File: config.mk
export PLATFORM = sky130hd
export DESIGN_NAME = preset_interval_timer
export DESIGN_NICKNAME = d
export VERILOG_FILES = /design/src/rtl/pit_pkg.sv /design/src/rtl/pit_datapath.sv /design/src/rtl/pit_control.sv /design/src/rtl/preset_interval_timer.sv
export SDC_FILE = /design/constraint.sdc
export NUM_CORES = 1
export LEC_CHECK = 0
export BUFFER_PORTS_ARGS = -buffer_cell sky130_fd_sc_hd__clkbuf_2
export CAP_MARGIN = 15
export CORE_ASPECT_RATIO = 1.2
export CORE_UTILIZATION = 40
export DETAILED_ROUTE_END_ITERATION = 8
export SLEW_MARGIN = 40
export SYNTH_ARGS = -nofsm -noshare
export SYNTH_HDL_FRONTEND = slang
export SYNTH_SLANG_ARGS = --single-unit
export TNS_END_PERCENT = 100
File: constraint.sdc
create_clock -name clk -period 2.8 [get_ports clk]
set_clock_uncertainty 0.2 [all_clocks]
set_input_delay 0.28 -clock clk [delete_from_list [all_inputs] [get_ports clk]]
set_output_delay 0.28 -clock clk [all_outputs]
set_load 0.02 [all_outputs]
File: src/rtl/pit_pkg.sv
package pit_pkg;

  typedef enum logic [1:0] {
    MODE_SINGLE  = 2'b00,
    MODE_REPEAT  = 2'b01,
    MODE_CAPTURE = 2'b10,
    MODE_CAPZERO = 2'b11
  } pitMode_e;

  // Strobes from control to datapath, valid for one cycle.
  typedef struct packed {
    logic incr;     // advance counter by one
    logic reload;   // counter <= preset
    logic clear;    // counter <= 0
    logic loadCnt;  // counter <= write data
    logic loadPre;  // preset <= write data
    logic capture;  // preset <= counter
  } pitStrobe_t;

  function automatic logic isCaptureMode(input logic [1:0] m);
    return m[1];
  endfunction

endpackage

File: src/rtl/pit_datapath.sv
module pit_datapath
  import pit_pkg::*;
#(
  parameter int WIDTH = 16
) (
  input  logic             clk,
  input  logic             rstN,
  input  pitStrobe_t       strobe,
  input  logic [WIDTH-1:0] wrData,
  output logic [WIDTH-1:0] cntVal,
  output logic [WIDTH-1:0] preVal,
  output logic             cntAllOnes
);

  localparam logic [WIDTH-1:0] ZERO = '0;
  localparam logic [WIDTH-1:0] ONE  = {{(WIDTH-1){1'b0}}, 1'b1};

  logic [WIDTH-1:0] cntQ, cntNext;
  logic [WIDTH-1:0] preQ, preNext;

  // Counter next value, highest priority first.
  always_comb begin
    if (strobe.clear)        cntNext = ZERO;
    else if (strobe.loadCnt) cntNext = wrData;
    else if (strobe.reload)  cntNext = preQ;
    else if (strobe.incr)    cntNext = cntQ + ONE;
    else                     cntNext = cntQ;
  end

  // Preset/buffer next value: capture beats a write.
  always_comb begin
    if (strobe.capture)      preNext = cntQ;
    else if (strobe.loadPre) preNext = wrData;
    else                     preNext = preQ;
  end

  always_ff @(posedge clk or negedge rstN) begin
    if (!rstN) begin
      cntQ <= ZERO;
      preQ <= ZERO;
    end else begin
      cntQ <= cntNext;
      preQ <= preNext;
    end
  end

  assign cntVal     = cntQ;
  assign preVal     = preQ;
  assign cntAllOnes = &cntQ;

endmodule

File: src/rtl/pit_control.sv
module pit_control
  import pit_pkg::*;
(
  input  logic       clk,
  input  logic       rstN,
  input  logic       tickIn,
  input  logic       runBit,
  input  logic [1:0] modeSel,
  input  logic       trigIn,
  input  logic       wrEn,
  input  logic       cntAllOnes,
  output pitStrobe_t strobe,
  output logic       ovfPulse,
  output logic       stopReq
);

  pitMode_e mode;
  logic     haltQ;
  logic     advance;
  logic     wrapNow;
  logic     trigCap;
  logic     singleDone;
  logic     eventNow;
  logic     ovfQ, stopQ;

  assign mode       = pitMode_e'(modeSel);
  assign trigCap    = isCaptureMode(modeSel) & trigIn;
  assign advance    = runBit & tickIn & ~haltQ;
  assign wrapNow    = advance & cntAllOnes;
  assign singleDone = wrapNow & (mode == MODE_SINGLE);
  assign eventNow   = wrapNow | trigCap;

  always_comb begin
    strobe         = '0;
    strobe.incr    = advance;
    strobe.reload  = wrapNow & (mode == MODE_REPEAT);
    strobe.clear   = trigCap & (mode == MODE_CAPZERO);
    strobe.loadCnt = wrEn & ~runBit;
    strobe.loadPre = wrEn;
    strobe.capture = trigCap;
  end

  // Single interval: freeze after the wrap until the run bit drops.
  always_ff @(posedge clk or negedge rstN) begin
    if (!rstN) begin
      haltQ <= 1'b0;
      ovfQ  <= 1'b0;
      stopQ <= 1'b0;
    end else begin
      if (!runBit)         haltQ <= 1'b0;
      else if (singleDone) haltQ <= 1'b1;
      ovfQ  <= eventNow;
      stopQ <= singleDone;
    end
  end

  assign ovfPulse = ovfQ;
  assign stopReq  = stopQ;

endmodule

File: src/rtl/preset_interval_timer.sv
module preset_interval_timer
  import pit_pkg::*;
#(
  parameter int WIDTH = 16
) (
  input  logic             clk,
  input  logic             rstN,
  input  logic             tickIn,
  input  logic             runBit,
  input  logic [1:0]       modeSel,
  input  logic             trigIn,
  input  logic             wrEn,
  input  logic [WIDTH-1:0] wrData,
  output logic [WIDTH-1:0] rdData,
  output logic             ovfPulse,
  output logic             stopReq
);

  pitStrobe_t       strobe;
  logic [WIDTH-1:0] cntVal;
  logic             cntAllOnes;

  pit_control u_ctrl (
    .clk        (clk),
    .rstN       (rstN),
    .tickIn     (tickIn),
    .runBit     (runBit),
    .modeSel    (modeSel),
    .trigIn     (trigIn),
    .wrEn       (wrEn),
    .cntAllOnes (cntAllOnes),
    .strobe     (strobe),
    .ovfPulse   (ovfPulse),
    .stopReq    (stopReq)
  );

  pit_datapath #(.WIDTH(WIDTH)) u_dp (
    .clk        (clk),
    .rstN       (rstN),
    .strobe     (strobe),
    .wrData     (wrData),
    .cntVal     (cntVal),
    .preVal     (rdData),
    .cntAllOnes (cntAllOnes)
  );

endmodule

# Yosys cells after proc, flatten, opt, wreduce, memory -nomap -nowiden

Index checks and enable logic that the tools add are counted.

Word-level logic and storage cells: 32
Input bits: 24
Output and inout bits: 18
Register bits: 35

Equality and inequality tests: 3
Multiplexer cells: 8
Add/sub/neg operators: 1
Reductions and logical operators: 4
Bitwise operators: 11

Operator list:

| kind                    | number |
|---|---|
| $mux W16                | 6 |
| $add A16 B1 Y16 const B | 1 |
| $reduce_and A16 Y1      | 1 |
| $and A1 B1 Y1           | 8 |
| $reduce_bool A4 Y1      | 1 |
| $eq A2 B1 Y1 const B    | 1 |
| $eq A2 B2 Y1 const B    | 1 |
| $logic_not A2 Y1        | 1 |
| $mux W1                 | 2 |
| $ne A2 B1 Y1 const B    | 1 |
| $not A1 Y1              | 2 |
| $reduce_bool A2 Y1      | 1 |
| $or A1 B1 Y1            | 1 |

# Longest topological paths before layout

Gate-level depths: netlist (run 1).

Depth in word-level cells: 7
Depth in mapped cells: 8
Mapped depth without buffers: 6

# Modules after synthesis

A second synthesis (run 1) with hierarchy kept.

Cells, all modules: 239
Area total of the unflattened synthesis: 2,213.4 sq um

Modules (own cells, without submodules):

| module       | area each (sq um) | times used | cells an instance |
|---|---|---|---|
| pit_datapath | 2,035.7           | 1          | 224 |
| pit_control  | 177.7             | 1          | 15 |

# Worst setup path after synthesis (run 1)

No wires, ideal clock.

Path kind: flip-flop to flip-flop
Start point: reg u_dp.cntQ[0], in the netlist u_dp.cntVal[0]
End point: reg u_dp.cntQ[3], in the netlist u_dp.cntVal[3]
Arrival time: 1.816 ns
Slack: 0.657 ns
Path buffers: 1
Period minus slack after synthesis: 2.143 ns
Cell stages (with the launch flop): 8
Data required time: 2.474 ns
Path through: dfrtp_1 -> ha_1 -> nand3_2 -> or3_4 -> nor3_4 -> buf_6 -> nor3_1 -> a311o_1

Longest elaborated chain between the ends: 6
Elaborated cells between the ends (all ways): 9
Those cells by class: add/sub: 1; mux: 4; bitwise: 2; reduce/logical: 2

Ends and longest elaborated chain:

| what                                                    | line               | RTL |
|---|---|---|
| start: declaration                                      | pit_datapath.sv:18 | `logic [WIDTH-1:0] cntQ, cntNext;` |
| start signal: assignment                                | pit_datapath.sv:42 | `cntQ <= cntNext;` |
| branches (longest 6 deep; another with $add A16 B1 Y16) | -                  |  |

Parallel ways; which one is timed is not known. The select of a mux whose other input is x is not followed.
A chain may end at the register's enable or synchronous reset.

# Final worst setup path (run 1)

Start point: reg u_dp.cntQ[0], in the netlist u_dp.cntVal[0]
End point: reg u_dp.cntQ[15], in the netlist u_dp.cntVal[15]

Same word-level chain as after synthesis.

==> out/results.ini, run 1 <==
[place]
port_buffers=41
pre_cts_ws_ps=421.8
detailed_place.area_um2=2345
dp.final_hpwl_mm=3.581
gp_routability_congestion=0.8652

[cts]
cts.reportedPaths.clkPinSlew_ps=70
cts_tree=done
cts.root.buffer_cell=sky130_fd_sc_hd__clkbuf_8
h-tree-depth=2
tritoncts.num_buffers=5
cts.path.max_buffers=2
clock_sink_total=35
cts_resized=0
cts_setup_buffers=0
insertion_delay_to_the_later_sink_of_the_worst_skew_pair_ps=290

[yosys]
syn-mean-instance-area_um2=8.674
synth_area_um2=2064
postSynthRegisterBits=35
synth_seq_area_share_pct=42.42
synth_warnings=0
post_synth_inst_count=238
netlist-cell-type-count=38
postSynthNetCount=263

[sta]
worstMarginPinSlew_ps=726.8
rsz0062_at_grt=no
final-setup-viol-count=0
hold_violations=0
setup-tns-final_ps=0
min_tclk_post_route_ps=2387
slew-limit-headroom_pct=51.37
layout_setup_ws_ps=413.1
timing.fmax_mhz=418.9
number_of_slew_limit_violations_in_the_final_report=0
timing.final.crit_share_pct=85.25

[setup_path]
startpoint_type=flop
timing.reg2reg.setup_slack_ps=410
timing.critical_path.fanout_max=10
reg2reg_depth=7
critical_path.cell_chain=ha_1 -> nand3_2 -> or3_4 -> nor3_4 -> buf_4 -> mux2i_1 -> a21oi_1
cp.required_ps=2770
rr_startpoint=u_dp.cntVal[0]
worst_setup_path_end_kind=flop
critical_path_data_arrival_time_ps=2360
critPathMaxStageDelay_ps=450
timing.rr.end=u_dp.cntVal[15]
timing_worst_setup_path_type=reg -> reg
slowest_library_cell_on_the_worst_path=sky130_fd_sc_hd__or3_4

[finish]
design.final.nets=306
final_area_um2=2465
flow.area_growth_from_synthesis_pct=19.39
layout_commonest_cell=sky130_fd_sc_hd__nand2_1
most-common-layout-cells=sky130_fd_sc_hd__nand2_1 (47), sky130_fd_sc_hd__clkbuf_2 (40), sky130_fd_sc_hd__dfrtp_1 (35)
insertedDiodeCount=0
drive_above_1_share_pct=21.63

[grt]
maximum_number_of_pins_on_one_net_before_global_route_repair=36
grt_util_all_layers_pct=21.69
wire_length_of_the_first_global_routing_pass_mm=8.804
grt_overflow=0
grt_antenna_before_repair=0
grt_pass1_vias=1816

[detailed_routing]
detailedRoute.firstIterationViolations=61
drt_drc_violations_left=0
dr.pass1.iters=4
post_drt_wl_per_cell_um=14.93
total_length_of_routed_wires_mm=5.107
drt.antenna.violating_nets=0
drt-vias-per-instance=5.526
dr_total_vias=1890

[min_path]
hold_path.class=in -> reg
holdPathEnd=u_ctrl.stopReq
worst_hold_stages=2
hold_start=modeSel[1]

[power_and_ir_drop]
post-layout-total-power_mw=1.340
worst_ir_drop_vdd_mv=0.2719
power_leakage_nw=1.110
power_per_cell_area_nw_per_um2=543.7

[floorplanning]
initial_standard_cell_utilization_of_the_core_pct=41.79
die_height_um=80.70
core-area_um2=4940
core.rowCount=28
io_pins=42
dieWidth_um=67.58
floorplan.die_area_um2=5454

[job]
max_cap_viol_count=0

[status]
run_status=completed

==> worst max-delay path by stage <==
stage                              start         endpoint  slack (ps)  depth (start not counted)
after floorplan           u_dp.cntVal[0]   u_dp.cntVal[3]         660                          7
after detailed placement  u_dp.cntVal[0]  u_dp.cntVal[15]         420                          7
after global routing      u_dp.cntVal[0]   u_dp.cntVal[9]         270                          7
final                     u_dp.cntVal[0]  u_dp.cntVal[15]         410                          7
after global placement    u_dp.cntVal[0]  u_dp.cntVal[15]         450                          7
after CTS                 u_dp.cntVal[0]  u_dp.cntVal[15]         410                          7
==> where the power goes <==
part	internal, mW	switching, mW
Combinational	0.121	0.164
Sequential	0.569	0.0771
Clock	0.225	0.184
==> metal layers <==
metal,up-vias,global-route usage [%],share of wire (%),wire length [um]
li1,946,-,-,-
met1,894,27.24,46,2365
met2,42,36.04,49,2493
met3,8,3.977,3.4,175
met4,0,8.511,1.4,72
met5,-,0,0,0
==> registers in the layout, summed over array words and instances (netlist names) <==
register	count
u_dp.cntVal	16
u_dp.preVal	16
u_ctrl.haltQ	1
u_ctrl.stopReq	1
u_ctrl.ovfPulse	1
==> what timing repair did <==
action,4_1_cts,5_1_grt
setup endpoints to repair,0,0
hold buffers,2,0
hold endpoints to repair,36,0
==> area by class of cell <==
| cell class | count | area (um2) |
|---|---|---|
| Multi-Input combinational cell | 186 | 1115 |
| Tap cell | 60 | 75.07 |
| Inverter | 1 | 3.754 |
| Timing Repair Buffer | 52 | 295.3 |
| Fill cell | 495 | 2475 |
| Clock buffer | 8 | 100.1 |
| Sequential cell | 35 | 875.8 |
==> stage by stage <==
| step | util (%) | hold WS [ps] | instances |
|---|---|---|---|
| finish | 49.90 | 33.10 | 342 |
| global route | 49.90 | 19.51 | 342 |
| CTS | 49.90 | 12.89 | 342 |
| detailed placement | 47.47 | 112.0 | 332 |
| global placement | 47.42 | 254.1 | 332 |
| floorplan | - | -215.6 | 238 |
==> cell usage after synthesis <==
cell type                  instances  area share (%)
sky130_fd_sc_hd__buf_1             1            0.18
sky130_fd_sc_hd__or3_1             5             1.5
sky130_fd_sc_hd__a311oi_1          1            0.42
sky130_fd_sc_hd__dfrtp_1          35              42
sky130_fd_sc_hd__a311o_1           4             1.9
sky130_fd_sc_hd__nand3_1          14             3.4
sky130_fd_sc_hd__nand2b_1          2            0.61
sky130_fd_sc_hd__buf_2             2            0.48
sky130_fd_sc_hd__nor3_2            1            0.48
sky130_fd_sc_hd__or3_4             1            0.55
sky130_fd_sc_hd__xor2_1            7             3.0
sky130_fd_sc_hd__nand4b_1          1            0.42
sky130_fd_sc_hd__and3_1            2            0.61
sky130_fd_sc_hd__nor4_1            2            0.61
sky130_fd_sc_hd__nand3b_1          1            0.36
sky130_fd_sc_hd__o21a_1            2            0.73
sky130_fd_sc_hd__buf_6             1            0.55
sky130_fd_sc_hd__ha_1              1            0.61
sky130_fd_sc_hd__and2_1            1            0.30
sky130_fd_sc_hd__nor3_1            5             1.2
sky130_fd_sc_hd__nand2_1          47             8.5
sky130_fd_sc_hd__o21ai_0          23             5.6
sky130_fd_sc_hd__nand3_2           1            0.48
sky130_fd_sc_hd__mux2i_1          18             8.7
sky130_fd_sc_hd__a31oi_1           6             1.8
sky130_fd_sc_hd__nor2b_1           1            0.30
sky130_fd_sc_hd__and3b_1           1            0.42
sky130_fd_sc_hd__o31ai_1           2            0.73
sky130_fd_sc_hd__xnor2_1           2            0.85
sky130_fd_sc_hd__nor3_4            1            0.79
sky130_fd_sc_hd__nand4_1           5             1.5
sky130_fd_sc_hd__a211oi_1          3             1.1
sky130_fd_sc_hd__nor2_1            7             1.3
sky130_fd_sc_hd__clkbuf_1         12             2.2
sky130_fd_sc_hd__a21oi_1          15             3.6
sky130_fd_sc_hd__inv_1             1            0.18
sky130_fd_sc_hd__a221oi_1          1            0.42
sky130_fd_sc_hd__o211ai_1          3             1.1
==> critical path, delay by kind of cell (launching register included) <==
| family | cells | cell delay, ps |
|---|---|---|
| buffers and inverters | 1 | 250 |
| DFF | 1 | 420 |
| and+or+nand+nor | 3 | 910 |
| adders and majority gates | 1 | 220 |
| AOI/OAI and AO/OA | 1 | 80 |
| muxes | 1 | 190 |
==> cell families (layout without fill, tap and decap cells) <==
kind of cell,Yosys count,after routing,synth area share [%]
XOR/XNOR,9,9,3.818
buffers and inverters,17,61,3.575
adder cells (fa/ha/maj),1,1,0.6060
flip-flops,35,35,42.42
multiplexers,18,18,8.727
AND/OR/NAND/NOR,98,98,23.39
AO/OA/AOI/OAI,60,60,17.45
No activity file was read; power rests on OpenSTA's default activity.
==> run 2: changes to the inputs <==
Settings changed: REMOVE_ABC_BUFFERS from default to 1.
==> run 2 against run 1 <==
Global-route usage shrank 0.61 points. Non-clock buffer count shrank 3. Combinational power is essentially flat. Die area is the same.
==> out/results.ini, run 2 (synthesis gave the netlist of run 1 again) <==
[sta]
min_tclk_post_route_ps=2421  ; was 2387 ps
slew-limit-headroom_pct=51.89  ; was 51.37%
setup-tns-final_ps=0  ; unchanged
worstMarginPinSlew_ps=719.1  ; was 726.8 ps
timing.fmax_mhz=413.0  ; was 418.9 MHz
rsz0062_at_grt=no  ; unchanged
hold_violations=0  ; unchanged
layout_setup_ws_ps=378.6  ; was 413.1 ps
number_of_slew_limit_violations_in_the_final_report=0  ; unchanged
timing.final.crit_share_pct=86.48  ; was 85.25%
final-setup-viol-count=0  ; unchanged

[detailed_routing]
post_drt_wl_per_cell_um=15.40  ; was 14.93 um
detailedRoute.firstIterationViolations=77  ; was 61
dr.pass1.iters=4  ; unchanged
drt_drc_violations_left=0  ; unchanged
total_length_of_routed_wires_mm=5.222  ; was 5.107 mm
drt-vias-per-instance=5.555  ; was 5.526
dr_total_vias=1883  ; was 1890
drt.antenna.violating_nets=0  ; unchanged

[place]
gp_routability_congestion=0.8475  ; was 0.8652
dp.final_hpwl_mm=3.555  ; was 3.581 mm
pre_cts_ws_ps=396.2  ; was 421.8 ps
port_buffers=41  ; unchanged

[cts]
cts.root.buffer_cell=sky130_fd_sc_hd__clkbuf_8  ; unchanged
cts.reportedPaths.clkPinSlew_ps=80  ; was 70 ps
tritoncts.num_buffers=5  ; unchanged
h-tree-depth=2  ; unchanged
cts_tree=done  ; unchanged
clock_sink_total=35  ; unchanged
cts_resized=0  ; unchanged
cts.path.max_buffers=2  ; unchanged
insertion_delay_to_the_later_sink_of_the_worst_skew_pair_ps=290  ; about the same

[finish]
layout_commonest_cell=sky130_fd_sc_hd__nand2_1  ; unchanged
fill_cell_instance_count_of_the_final_layout=496  ; was 495
flow.area_growth_from_synthesis_pct=18.91  ; was 19.39%
drive_above_1_share_pct=20.79  ; was 21.63%
insertedDiodeCount=0  ; unchanged
most-common-layout-cells=sky130_fd_sc_hd__nand2_1 (47), sky130_fd_sc_hd__clkbuf_2 (40), sky130_fd_sc_hd__dfrtp_1 (35)  ; unchanged
design.final.nets=303  ; was 306

[grt]
grt_overflow=0  ; unchanged
grt_util_all_layers_pct=21.08  ; was 21.69%
maximum_number_of_pins_on_one_net_before_global_route_repair=36  ; unchanged
grt_pass1_vias=1802  ; was 1816
grt_antenna_before_repair=0  ; unchanged
wire_length_of_the_first_global_routing_pass_mm=8.569  ; was 8.804 mm

[setup_path]
worst_setup_path_end_kind=flop  ; unchanged
cp.required_ps=2780  ; was 2770 ps
startpoint_type=flop  ; unchanged
critical_path_data_arrival_time_ps=2400  ; was 2360 ps
timing.critical_path.fanout_max=18  ; was 10
timing_worst_setup_path_type=reg -> reg  ; unchanged

[floorplanning]
core-area_um2=4940  ; unchanged
dieWidth_um=67.58  ; unchanged
core.rowCount=28  ; unchanged
io_pins=42  ; unchanged
floorplan.die_area_um2=5454  ; unchanged
initial_standard_cell_utilization_of_the_core_pct=41.79  ; unchanged
die_height_um=80.70  ; unchanged

[power_and_ir_drop]
post-layout-total-power_mw=1.342  ; was 1.340 mW
power_leakage_nw=1.097  ; was 1.110 nW
power_per_cell_area_nw_per_um2=546.7  ; was 543.7 nW/um2
worst_ir_drop_vdd_mv=0.2580  ; was 0.2719 mV

[job]
max_cap_viol_count=0  ; unchanged

[min_path]
hold_path.class=in -> reg  ; unchanged

[status]
run_status=completed  ; unchanged

## run 2: worst paths after layout
check / end / depth (start not counted) / slack (ps) / start
max in group asynchronous: u_dp.cntVal[5] / 2 / 1720 / rstN
worst min register to register: u_ctrl.haltQ / 1 / 310 / u_ctrl.haltQ
min in group asynchronous: u_dp.cntVal[10] / 2 / 320 / rstN
worst max register to register: u_dp.cntVal[3] / 7 / 380 / u_dp.cntVal[0]
worst max-delay path: u_dp.cntVal[3] / 7 / 380 / u_dp.cntVal[0]
worst min-delay path: u_ctrl.stopReq / 2 / 20 / modeSel[1]
## run 2: final cells by class
type,instances,area (um2),area share [%]
Multi-Input combinational cell,186,1115,45.41
Sequential cell,35,875.8,35.68
Timing Repair Buffer,49,285.3,11.62
Clock buffer,8,100.1,4.077
Tap cell,60,75.07,3.058
Inverter,1,3.754,0.1529
## run 2: through the flow
stage	instances	cell area, um2	hold slack, ps	utilization (%)
floorplan	222	1994	-215.6	-
global placement	329	2332	277.2	47.21
detailed placement	329	2335	112.1	47.26
CTS	339	2455	10.61	49.70
global route	339	2455	32.54	49.70
finish	339	2455	18.22	49.70
## run 2: report_power, final
part	switching [mW]	internal, mW
registers	0.0775	0.569
logic	0.167	0.119
clock network	0.185	0.225
## run 2: metal layers
layer	global-route usage, %	vias to the layer above	part of all wire (%)	routed length, um
met4	9.362	0	1.2	63
li1	-	941	-	-
met3	3.977	4	2.9	152
met2	34.16	38	49	2556
met1	26.70	900	47	2449
met5	0	-	0	0
## run 2: what timing repair did
action,in CTS,in global routing
hold endpoints to repair,36,0
buffers inserted,0,0
hold buffers,2,0
endpoints found under the setup margin,0,0
## run 2: worst max-delay path, stage by stage (launching register included)
cell                      delay [ps]
sky130_fd_sc_hd__dfrtp_1         430
sky130_fd_sc_hd__ha_1            230
sky130_fd_sc_hd__nand3_2         130
sky130_fd_sc_hd__or3_4           440
sky130_fd_sc_hd__nor3_4          340
sky130_fd_sc_hd__buf_12          200
sky130_fd_sc_hd__nor3_1           60
sky130_fd_sc_hd__a311o_1         270
==> run 3: changes to the inputs <==
Clock period 2.8 ns to 2.9 ns, I/O delays scaled along.
==> run 3 against run 2 <==
Register-to-register slack got worse by 80 ps. First-iteration DRC count rose by 25%. Sequential share of layout area rose by 0.22 points. Sequential power fell by 3.3%. Die area did not move. Power fell by 3.3%. Clock power fell by 3%. Critical path depth did not move. Worst hold slack got worse by 1.2 ps. Non-clock buffer count did not move. Critical endpoint is now u_dp.cntVal[9]. Sequential cell count did not move. Final cell count did not move.
==> out/results.ini, run 3 (synthesis gave the netlist of run 1 again) <==
[floorplanning]
core.rowCount=28  ; unchanged
initial_standard_cell_utilization_of_the_core_pct=41.79  ; unchanged
core-area_um2=4940  ; unchanged
floorplan.die_area_um2=5454  ; unchanged
io_pins=42  ; unchanged
dieWidth_um=67.58  ; unchanged
die_height_um=80.70  ; unchanged

[setup_path]
worst_setup_path_end_kind=flop  ; unchanged
worst_setup_path_startpoint=u_dp.cntVal[0]  ; unchanged
timing.reg2reg.setup_slack_ps=300  ; was 380 ps
timing.critical_path.fanout_max=13  ; was 18
rr_startpoint=u_dp.cntVal[0]  ; unchanged
cp.required_ps=2860  ; was 2780 ps
reg2reg_depth=7  ; unchanged
timing_worst_setup_path_type=reg -> reg  ; unchanged
startpoint_type=flop  ; unchanged
critPathCapture=u_dp.cntVal[9]  ; was u_dp.cntVal[3]
timing.rr.end=u_dp.cntVal[9]  ; was u_dp.cntVal[3]
critical_path_data_arrival_time_ps=2560  ; was 2400 ps

[detailed_routing]
dr.pass1.iters=4  ; unchanged
total_length_of_routed_wires_mm=5.230  ; was 5.222 mm
post_drt_wl_per_cell_um=15.43  ; was 15.40 um
drt_drc_violations_left=0  ; unchanged
drt-vias-per-instance=5.676  ; was 5.555
drt.antenna.violating_nets=0  ; unchanged
detailedRoute.firstIterationViolations=96  ; was 77
dr_total_vias=1924  ; was 1883

[power_and_ir_drop]
power_report.internal_total_mw=0.8815  ; was 0.9126 mW
power.share.sequential_pct=48.1  ; was 48.2%
power_frac_clock_pct=30.7  ; was 30.5%
worst_ir_drop_vdd_mv=0.2958  ; was 0.2580 mV
power.share.switching_pct=32.07  ; was 32.01%
power_leakage_nw=1.095  ; was 1.097 nW
power.combinational.fraction_pct=21.2  ; was 21.3%
p_switching_mw=0.4162  ; was 0.4296 mW
power_per_cell_area_nw_per_um2=531.9  ; was 546.7 nW/um2

[finish]
design.final.nets=303  ; unchanged
drive_above_1_share_pct=21.15  ; was 20.79%
layout_commonest_cell=sky130_fd_sc_hd__nand2_1  ; unchanged
flow.area_growth_from_synthesis_pct=18.18  ; was 18.91%
insertedDiodeCount=0  ; unchanged
fill_cell_instance_count_of_the_final_layout=492  ; was 496
most-common-layout-cells=sky130_fd_sc_hd__nand2_1 (47), sky130_fd_sc_hd__clkbuf_2 (40), sky130_fd_sc_hd__dfrtp_1 (35)  ; unchanged

[sta]
rsz0062_at_grt=no  ; unchanged
min_tclk_post_route_ps=2598  ; was 2421 ps
slew-limit-headroom_pct=51.44  ; was 51.89%
final.hold.worst_slack_ps=17.03  ; was 18.22 ps
number_of_slew_limit_violations_in_the_final_report=0  ; unchanged
worstMarginPinSlew_ps=725.7  ; was 719.1 ps
setup-tns-final_ps=0  ; unchanged
hold_violations=0  ; unchanged
timing.final.crit_share_pct=89.60  ; was 86.48%
final-setup-viol-count=0  ; unchanged
timing.fmax_mhz=384.9  ; was 413.0 MHz

[cts]
h-tree-depth=2  ; unchanged
cts.reportedPaths.clkPinSlew_ps=70  ; was 80 ps
cts_resized=0  ; unchanged
cts.path.max_buffers=2  ; unchanged
cts.root.buffer_cell=sky130_fd_sc_hd__clkbuf_8  ; unchanged
cts_tree=done  ; unchanged
clock_sink_total=35  ; unchanged
insertion_delay_to_the_later_sink_of_the_worst_skew_pair_ps=290  ; about the same
tritoncts.num_buffers=5  ; unchanged

[grt]
gr-usage-met2_pct=34.26  ; was 34.16%
groute.layer.met3.usage_pct=3.693  ; was 3.977%
wire_length_of_the_first_global_routing_pass_mm=8.673  ; was 8.569 mm
grt_overflow=0  ; unchanged
grt_use_met1_pct=27.92  ; was 26.70%
grt-busiest-layer=met2  ; unchanged
grt_pass1_vias=1803  ; was 1802
maximum_number_of_pins_on_one_net_before_global_route_repair=36  ; unchanged
grt_antenna_before_repair=0  ; unchanged
grt_util_all_layers_pct=21.18  ; was 21.08%

[place]
gp_routability_congestion=0.8630  ; was 0.8475
dp.final_hpwl_mm=3.583  ; was 3.555 mm
port_buffers=41  ; unchanged

[min_path]
hold_path.class=in -> reg  ; unchanged

[job]
max_cap_viol_count=0  ; unchanged

[status]
run_status=completed  ; unchanged

-- run 3: stage by stage --
stage	worst slack [ps]	total power, mW	instances	instance area (um2)	util [%]
after floorplan	467.8	0.7889	222	1994	-
after global placement	392.5	0.9064	330	2327	47.11
after detailed placement	311.8	0.9106	330	2330	47.16
after CTS	308.9	1.308	339	2440	49.39
after global routing	95.07	1.378	339	2440	49.39
final	301.6	1.298	339	2440	49.39
-- run 3: power by group through the flow --
stage | clock network [mW] | registers (mW) | logic (mW)
floorplan | 0 | 0.654 | 0.135
global placement | 0 | 0.632 | 0.274
detailed placement | 0 | 0.634 | 0.276
CTS | 0.405 | 0.625 | 0.278
global route | 0.433 | 0.638 | 0.307
finish | 0.398 | 0.625 | 0.275
-- run 3: cell type report --
type | count | area, um2 | area share, %
inverter | 1 | 3.754 | 0.1538
timing repair buffer | 49 | 270.3 | 11.08
multi-input combinational | 186 | 1115 | 45.69
clock buffer | 8 | 100.1 | 4.103
tap | 60 | 75.07 | 3.077
sequential | 35 | 875.8 | 35.90
-- run 3: worst max-delay path, cell delays in order, from the launching register on --
cell,delay [ps]
sky130_fd_sc_hd__dfrtp_1,430
sky130_fd_sc_hd__ha_1,230
sky130_fd_sc_hd__nand3_2,130
sky130_fd_sc_hd__or3_4,450
sky130_fd_sc_hd__nor3_4,510
sky130_fd_sc_hd__buf_4,280
sky130_fd_sc_hd__nand2b_1,150
sky130_fd_sc_hd__o21ai_0,90
-- run 3: worst min path at each step --
stage	startpoint	to	slack [ps]	cells past startpoint
4_1_cts	modeSel[0]	u_ctrl.stopReq	7	2
5_1_grt	modeSel[0]	u_ctrl.stopReq	5	2
6_report	modeSel[0]	u_ctrl.stopReq	20	2
2_1_floorplan	rstN	u_ctrl.haltQ	-210	0
3_5_place_dp	rstN	u_dp.preVal[13]	120	1
3_3_place_gp	rstN	u_dp.preVal[13]	280	1
-- run 3: per-layer routing --
layer	wire length, um	part of all wire (%)	up-vias
met4	77	1.5	0
met5	0	0	-
li1	-	-	940
met2	2621	50	37
met3	155	3.0	8
met1	2376	45	939
-- run 3: repair_timing --
action / in CTS / in global routing
setup buffers: 0 / 0
setup endpoints to repair: 0 / 0
endpoints found under the hold margin: 35 / 0
hold buffers: 1 / 0
